--- src/rtl/hba_pkg.sv ---
package hba_pkg;

  typedef struct packed {
    logic is_rd;   // access reads
    logic upper;   // half-word access targets bits 31:16
    logic first;   // half-word access is the opening half of a pair
  } hba_acc_t;

  function automatic hba_acc_t hba_decode(input logic m32, input logic pol,
                                          input logic order, input logic rw,
                                          input logic hsel);
    hba_acc_t a;
    a.is_rd = m32 ? (rw ^ pol) : rw;
    a.upper = hsel ^ pol;
    a.first = (a.upper == order);
    return a;
  endfunction

endpackage

--- src/rtl/hba_front.sv ---
module hba_front #(
  parameter int STAGES = 2
) (
  input  logic clk,
  input  logic rst,
  input  logic cs_n,
  input  logic rw,
  input  logic strb_n,
  output logic rw_s,
  output logic act,
  output logic start
);
  localparam int W = 3;
  localparam logic [W-1:0] IDLE_VAL = 3'b101;

  logic [W-1:0] pipe [STAGES];
  logic act_d;

  genvar g;
  generate
    for (g = 0; g < STAGES; g++) begin : g_stage
      if (g == 0) begin : g_first
        always_ff @(posedge clk) begin
          if (rst) pipe[0] <= IDLE_VAL;
          else     pipe[0] <= {cs_n, rw, strb_n};
        end
      end else begin : g_next
        always_ff @(posedge clk) begin
          if (rst) pipe[g] <= IDLE_VAL;
          else     pipe[g] <= pipe[g-1];
        end
      end
    end
  endgenerate

  assign rw_s  = pipe[STAGES-1][1];
  assign act   = ~pipe[STAGES-1][2] & ~pipe[STAGES-1][0];
  assign start = act & ~act_d;

  always_ff @(posedge clk) begin
    if (rst) act_d <= 1'b0;
    else     act_d <= act;
  end


  start_single_chk: assert property (@(posedge clk) disable iff (rst)
    start |=> !start);

endmodule

--- src/rtl/hba_ack.sv ---
module hba_ack #(
  parameter int ACK_DLY = 3
) (
  input  logic clk,
  input  logic rst,
  input  logic act,
  output logic rdy
);
  localparam int CW = $clog2(ACK_DLY + 1);
  localparam logic [CW-1:0] LIMIT = CW'(ACK_DLY);

  logic [CW-1:0] cnt;

  always_ff @(posedge clk) begin
    if (rst || !act) begin
      cnt <= '0;
      rdy <= 1'b0;
    end else if (cnt != LIMIT) begin
      cnt <= cnt + 1'b1;
    end else begin
      rdy <= 1'b1;
    end
  end


  rdy_release_chk: assert property (@(posedge clk) disable iff (rst)
    !act |=> !rdy);


  rdy_rise_chk: assert property (@(posedge clk) disable iff (rst)
    $rose(rdy) |-> ($past(act) && $past(act, 2)));

endmodule

--- src/rtl/hba_seq.sv ---
module hba_seq
  import hba_pkg::*;
#(
  parameter int AW = 4,
  parameter int DW = 32
) (
  input  logic          clk,
  input  logic          rst,
  input  logic          mode32,
  input  logic          pol,
  input  logic          order,
  input  logic          start,
  input  logic          rw_s,
  input  logic          hsel,
  input  logic [AW-1:0] addr,
  input  logic [DW-1:0] wdata,
  input  logic [DW-1:0] int_rdata,
  output logic          int_rd,
  output logic          int_wr,
  output logic [AW-1:0] int_addr,
  output logic [DW-1:0] int_wdata,
  output logic [DW-1:0] host_rdata
);
  localparam int HW = DW / 2;

  hba_acc_t      acc;
  logic [HW-1:0] wd;
  logic          cap_q;
  logic          pend_upper;
  logic [DW-1:0] rd_latch;
  logic [DW-1:0] stage;
  logic          wr_armed;
  logic [AW-1:0] wr_addr;

  assign acc = hba_decode(mode32, pol, order, rw_s, hsel);
  assign wd  = wdata[HW-1:0];

  always_ff @(posedge clk) begin
    if (rst) begin
      int_rd     <= 1'b0;
      int_wr     <= 1'b0;
      int_addr   <= '0;
      int_wdata  <= '0;
      host_rdata <= '0;
      cap_q      <= 1'b0;
      pend_upper <= 1'b0;
      rd_latch   <= '0;
      stage      <= '0;
      wr_armed   <= 1'b0;
      wr_addr    <= '0;
    end else begin
      int_rd <= 1'b0;
      int_wr <= 1'b0;
      cap_q  <= int_rd;
      if (cap_q) begin
        rd_latch <= int_rdata;
        if (mode32)          host_rdata <= int_rdata;
        else if (pend_upper) host_rdata <= {{HW{1'b0}}, int_rdata[DW-1:HW]};
        else                 host_rdata <= {{HW{1'b0}}, int_rdata[HW-1:0]};
      end
      if (start) begin
        if (mode32) begin
          int_addr <= addr;
          if (acc.is_rd) begin
            int_rd <= 1'b1;
          end else begin
            int_wr    <= 1'b1;
            int_wdata <= wdata;
          end
        end else if (acc.is_rd) begin
          if (acc.first) begin
            int_rd     <= 1'b1;
            int_addr   <= addr;
            pend_upper <= acc.upper;
          end else if (acc.upper) begin
            host_rdata <= {{HW{1'b0}}, rd_latch[DW-1:HW]};
          end else begin
            host_rdata <= {{HW{1'b0}}, rd_latch[HW-1:0]};
          end
        end else if (acc.first) begin
          if (acc.upper) stage[DW-1:HW] <= wd;
          else           stage[HW-1:0]  <= wd;
          wr_armed <= 1'b1;
          wr_addr  <= addr;
        end else if (wr_armed) begin
          int_wr    <= 1'b1;
          int_addr  <= wr_addr;
          int_wdata <= acc.upper ? {wd, stage[HW-1:0]} : {stage[DW-1:HW], wd};
          wr_armed  <= 1'b0;
        end
      end
    end
  end


  one_req_chk: assert property (@(posedge clk) disable iff (rst)
    $onehot0({int_rd, int_wr}));


  wr_after_start_chk: assert property (@(posedge clk) disable iff (rst)
    int_wr |-> $past(start));


  rd_after_start_chk: assert property (@(posedge clk) disable iff (rst)
    int_rd |-> $past(start));


  half_wr_armed_chk: assert property (@(posedge clk) disable iff (rst)
    (int_wr && !mode32) |-> $past(wr_armed));

endmodule

--- src/rtl/hba_top.sv ---
module hba_top #(
  parameter int AW      = 4,
  parameter int DW      = 32,
  parameter int STAGES  = 2,
  parameter int ACK_DLY = 3
) (
  input  logic          clk,
  input  logic          rst,
  input  logic          mode32,
  input  logic          pol_strap,
  input  logic          order_strap,
  input  logic          host_cs_n,
  input  logic          host_rw,
  input  logic          host_strb_n,
  input  logic          host_hsel,
  input  logic [AW-1:0] host_addr,
  input  logic [DW-1:0] host_wdata,
  output logic [DW-1:0] host_rdata,
  output logic          host_rdy,
  output logic          int_rd,
  output logic          int_wr,
  output logic [AW-1:0] int_addr,
  output logic [DW-1:0] int_wdata,
  input  logic [DW-1:0] int_rdata
);
  logic rw_s;
  logic act;
  logic start;

  hba_front #(.STAGES(STAGES)) u_front (
    .clk    (clk),
    .rst    (rst),
    .cs_n   (host_cs_n),
    .rw     (host_rw),
    .strb_n (host_strb_n),
    .rw_s   (rw_s),
    .act    (act),
    .start  (start)
  );

  hba_seq #(.AW(AW), .DW(DW)) u_seq (
    .clk        (clk),
    .rst        (rst),
    .mode32     (mode32),
    .pol        (pol_strap),
    .order      (order_strap),
    .start      (start),
    .rw_s       (rw_s),
    .hsel       (host_hsel),
    .addr       (host_addr),
    .wdata      (host_wdata),
    .int_rdata  (int_rdata),
    .int_rd     (int_rd),
    .int_wr     (int_wr),
    .int_addr   (int_addr),
    .int_wdata  (int_wdata),
    .host_rdata (host_rdata)
  );

  hba_ack #(.ACK_DLY(ACK_DLY)) u_ack (
    .clk (clk),
    .rst (rst),
    .act (act),
    .rdy (host_rdy)
  );


  no_req_without_cs_chk: assert property (@(posedge clk) disable iff (rst)
    (int_rd || int_wr) |-> $past(act));

endmodule

--- config.mk ---
export PLATFORM = sky130hd
export DESIGN_NAME = hba_top
export DESIGN_NICKNAME = d
export VERILOG_FILES = /design/src/rtl/hba_pkg.sv /design/src/rtl/hba_front.sv /design/src/rtl/hba_ack.sv /design/src/rtl/hba_seq.sv /design/src/rtl/hba_top.sv
export SDC_FILE = /design/constraint.sdc
export NUM_CORES = 1
export LEC_CHECK = 0
export ABC_AREA = 0
export BUFFER_PORTS_ARGS = -buffer_cell sky130_fd_sc_hd__buf_2
export CAP_MARGIN = 20
export CORE_MARGIN = 1
export CORE_UTILIZATION = 27
export DETAILED_ROUTE_END_ITERATION = 7
export MAX_ROUTING_LAYER = met4
export PLACE_DENSITY = 0.43
export SYNTH_ARGS = -nofsm -noshare
export SYNTH_HDL_FRONTEND = slang
export SYNTH_SLANG_ARGS = --single-unit
export TNS_END_PERCENT = 50
--- constraint.sdc ---
create_clock -name clk -period 3 [get_ports clk]
set_input_delay 0.3 -clock clk [delete_from_list [all_inputs] [get_ports clk]]
set_output_delay 0.3 -clock clk [all_outputs]
set_load 0.01 [all_outputs]
==> run_results.csv <==
group,metric,value,unit
outcome,status,"completed",
pwr,leakage,3.57,nW
grt,grt_antenna_before_repair,1,
layout,drive_gt1_share,28.3,%
setup_path,setup.worst_path.start_class,"flip-flop",
synthesis,synth_edf_count,0,
drt,initialDrtViolationCount,273,
clocking,htree_levels,4,
grt,grt_pass1_vias,5336,
floorplanning,ioPinCount,148,
floorplanning,rows,57,
timing,slew_violations,0,
timing,finalCritPeriodShare,70.0,%
timing,hold_violations,0,
clocking,tritoncts,"yes",
synthesis,synthTopCellsByCount,"dfxtp_1, mux2i_1, nor2_1",
synthesis,yosys_warnings,0,
floorplanning,start_util,27.8,%
timing,worst_pin_slew,1.04,ns
layout,final_cell_count_no_fill,1177,
min_path,min_delay_path_depth,2,
synthesis,syn_avg_cell_area,9.52,um2
placed_design,dpl.hpwl,12100,um
synthesis,yosys.area.top_type_share,44.3,%
timing,slew_headroom,30.4,%
drt,wl_per_cell,16.2,um
clocking,post_cts_buffers,0,
clocking,cts_root_buf,"clkbuf_16",
timing,setup_tns,0,ns
drt,postRouteAntennaNets,0,
layout,seqCellArea,3030,um2
grt,grt_usage,15.4,%
setup_path,crit_path_max_fanout,27,
clocking,cts.repair.resized,0,
synthesis,yosys.area.top_type,"dfxtp_1",
pwr,ir_worst_vdd,0.000291,V
synthesis,yosysUniqueCellTypes,40,
job,drv_cap,0,
setup_path,rr_worst_depth,5,
setup_path,crit_type,"reg -> reg",
floorplanning,die_h,161,um
synthesis,yosys_most_used_dff,"dfxtp_1",
floorplanning,die_w,161,um
layout,fill_cells,2603,
grt,overflow,0,
drt,vias_per_cell,4.61,
clocking,worstSkewPairLatency,0.42,ns
pwr,power_density,540,nW/um2
setup_path,crit_path_end_kind,"flip-flop",
synthesis,yosys-top-cells-area,"dfxtp_1, mux2i_1, nor2_1",
grt,grt_max_degree,100,
layout,finalNetCount,916,
synthesis,syn_area,6830,um2
synthesis,synthMostInstantiatedCell,"dfxtp_1",
timing,period_minus_slack,2.10,ns
placed_design,port_buffers,147,
clocking,cts_hold_buf,0,
setup_path,crit_required,3.36,ns
layout,final_core_util,34.5,%
layout,syn2layout_area_growth,24.0,%
drt,drt-total-wl,19100,um
synthesis,netlist_instances,717,
timing,rsz0062_at_grt,"false",
clocking,clk_pin_slew_worst_paths,0.06,ns
timing,clock.fmax,476,MHz
clocking,clock-sinks,151,
placed_design,preCtsSetupSlack,0.561,ns
synthesis,ys_seq_elements,151,
clocking,cts_buffers,17,
grt,grt_pass1_wl,30400,um
drt,num_vias,5425,
min_path,hp-class,"in -> reg",
timing,setup_violations,0,
drt,route.detailed.drc,0,
placed_design,post-place-cells,1143,
timing,clock_skew,0.00806,ns
floorplanning,core,24500,um2
setup_path,arrival,2.46,ns
synthesis,yosysSeqAreaShare,44.3,%
clocking,clockBufferDepth,2,
floorplanning,dieArea,25900,um2
drt,firstDrtPassIters,5,
synthesis,synth_fp_nets,795,
synthesis,async_flop_share,0,%
layout,multi_input_area,3520,um2
placed_design,place_congestion,0.690,
timing,layout_setup_ws,0.900,ns
-- where the power goes --
part	switching (W)	internal [W]
Clock	0.000887	0.00136
Sequential	0.00000390	0.00201
Combinational	0.000203	0.000115
Total	0.00109	0.00348
-- state kept, by name, indices dropped and copies added (netlist names) --
| name | flops |
|---|---|
| u_seq.int_rd | 1 |
| u_seq.stage | 32 |
| u_seq.host_rdata | 32 |
| u_front.act_d | 1 |
| u_seq.wr_addr | 4 |
| u_seq.int_addr | 4 |
| u_seq.cap_q | 1 |
| u_seq.rd_latch | 32 |
| u_seq.int_wdata | 32 |
| u_front.pipe | 6 |
| u_seq.pend_upper | 1 |
| u_seq.int_wr | 1 |
| u_ack.rdy | 1 |
| u_seq.wr_armed | 1 |
| u_ack.cnt | 2 |
-- cells in the final DEF, fill, tap and decap left out, drive strengths merged, types with 16 or more instances in the layout --
| master | instances |
|---|---|
| buf | 165 |
| dfxtp | 151 |
| mux2i | 106 |
| nor2 | 91 |
| a21oi | 39 |
| nand3 | 35 |
| nand2 | 35 |
| nand2b | 33 |
| a211oi | 32 |
| mux2 | 32 |
| nor2b | 21 |
| clkbuf | 21 |
| o21ai | 17 |
| and2 | 16 |
| a311o | 16 |
-- per-stage QoR --
step	power, W	hold slack [ns]	cell area [um2]
after floorplan	0.00223	0.389	6830
after global placement	0.00238	0.398	7840
after detailed placement	0.00238	0.403	7860
after CTS	0.00464	0.0398	8460
after global routing	0.00477	0.0376	8460
final	0.00458	0.0556	8470
-- worst paths after layout --
check / endpoint / from / slack, ns
worst max-delay path: u_seq.int_wdata[28] / u_front.pipe[1][1] / 0.90
worst min-delay path: u_front.pipe[0][2] / host_cs_n / 0.06
worst max register to register: u_seq.int_wdata[28] / u_front.pipe[1][1] / 0.90
worst min register to register: u_front.pipe[1][2] / u_front.pipe[0][2] / 0.41
-- area by class of cell --
cell class | count | share of cell area (%)
Antenna cell | 2 | 0.0591
Clock buffer | 21 | 5.44
Clock inverter | 11 | 1.73
Inverter | 3 | 0.133
Multi-Input combinational cell | 500 | 41.6
Sequential cell | 151 | 35.7
Tap cell | 324 | 4.79
Timing Repair Buffer | 165 | 10.5
-- worst max-delay path, cell delays in order, from the launching register on --
cell and delay (ns):
dfxtp_1 0.42, xnor2_1 0.14, nand2_1 0.10, a31o_2 0.83, buf_4 0.33, mux2i_1 0.19
-- per-layer routing --
metal	vias up	wire, um	part of all wire, %	track usage [%]
li1	2738	-	-	-
met1	2548	9490	50	20.6
met2	123	8340	44	22.6
met3	16	1060	5.6	4.57
met4	0	163	0.86	3.60
met5	-	0	0	-
-- cells by family (layout without fill, tap and decap cells) --
family	count (synthesis)	after routing	share of synthesized area, %
mux	138	138	21.6
xor+xnor	6	6	0.971
compound gates	111	111	10.9
other cells	0	2	0
simple gates	244	244	17.5
flops	151	151	44.3
fa+ha+maj	1	1	0.183
buf+inv	66	200	4.58
Note: power is estimated with default switching activity, not from simulation.
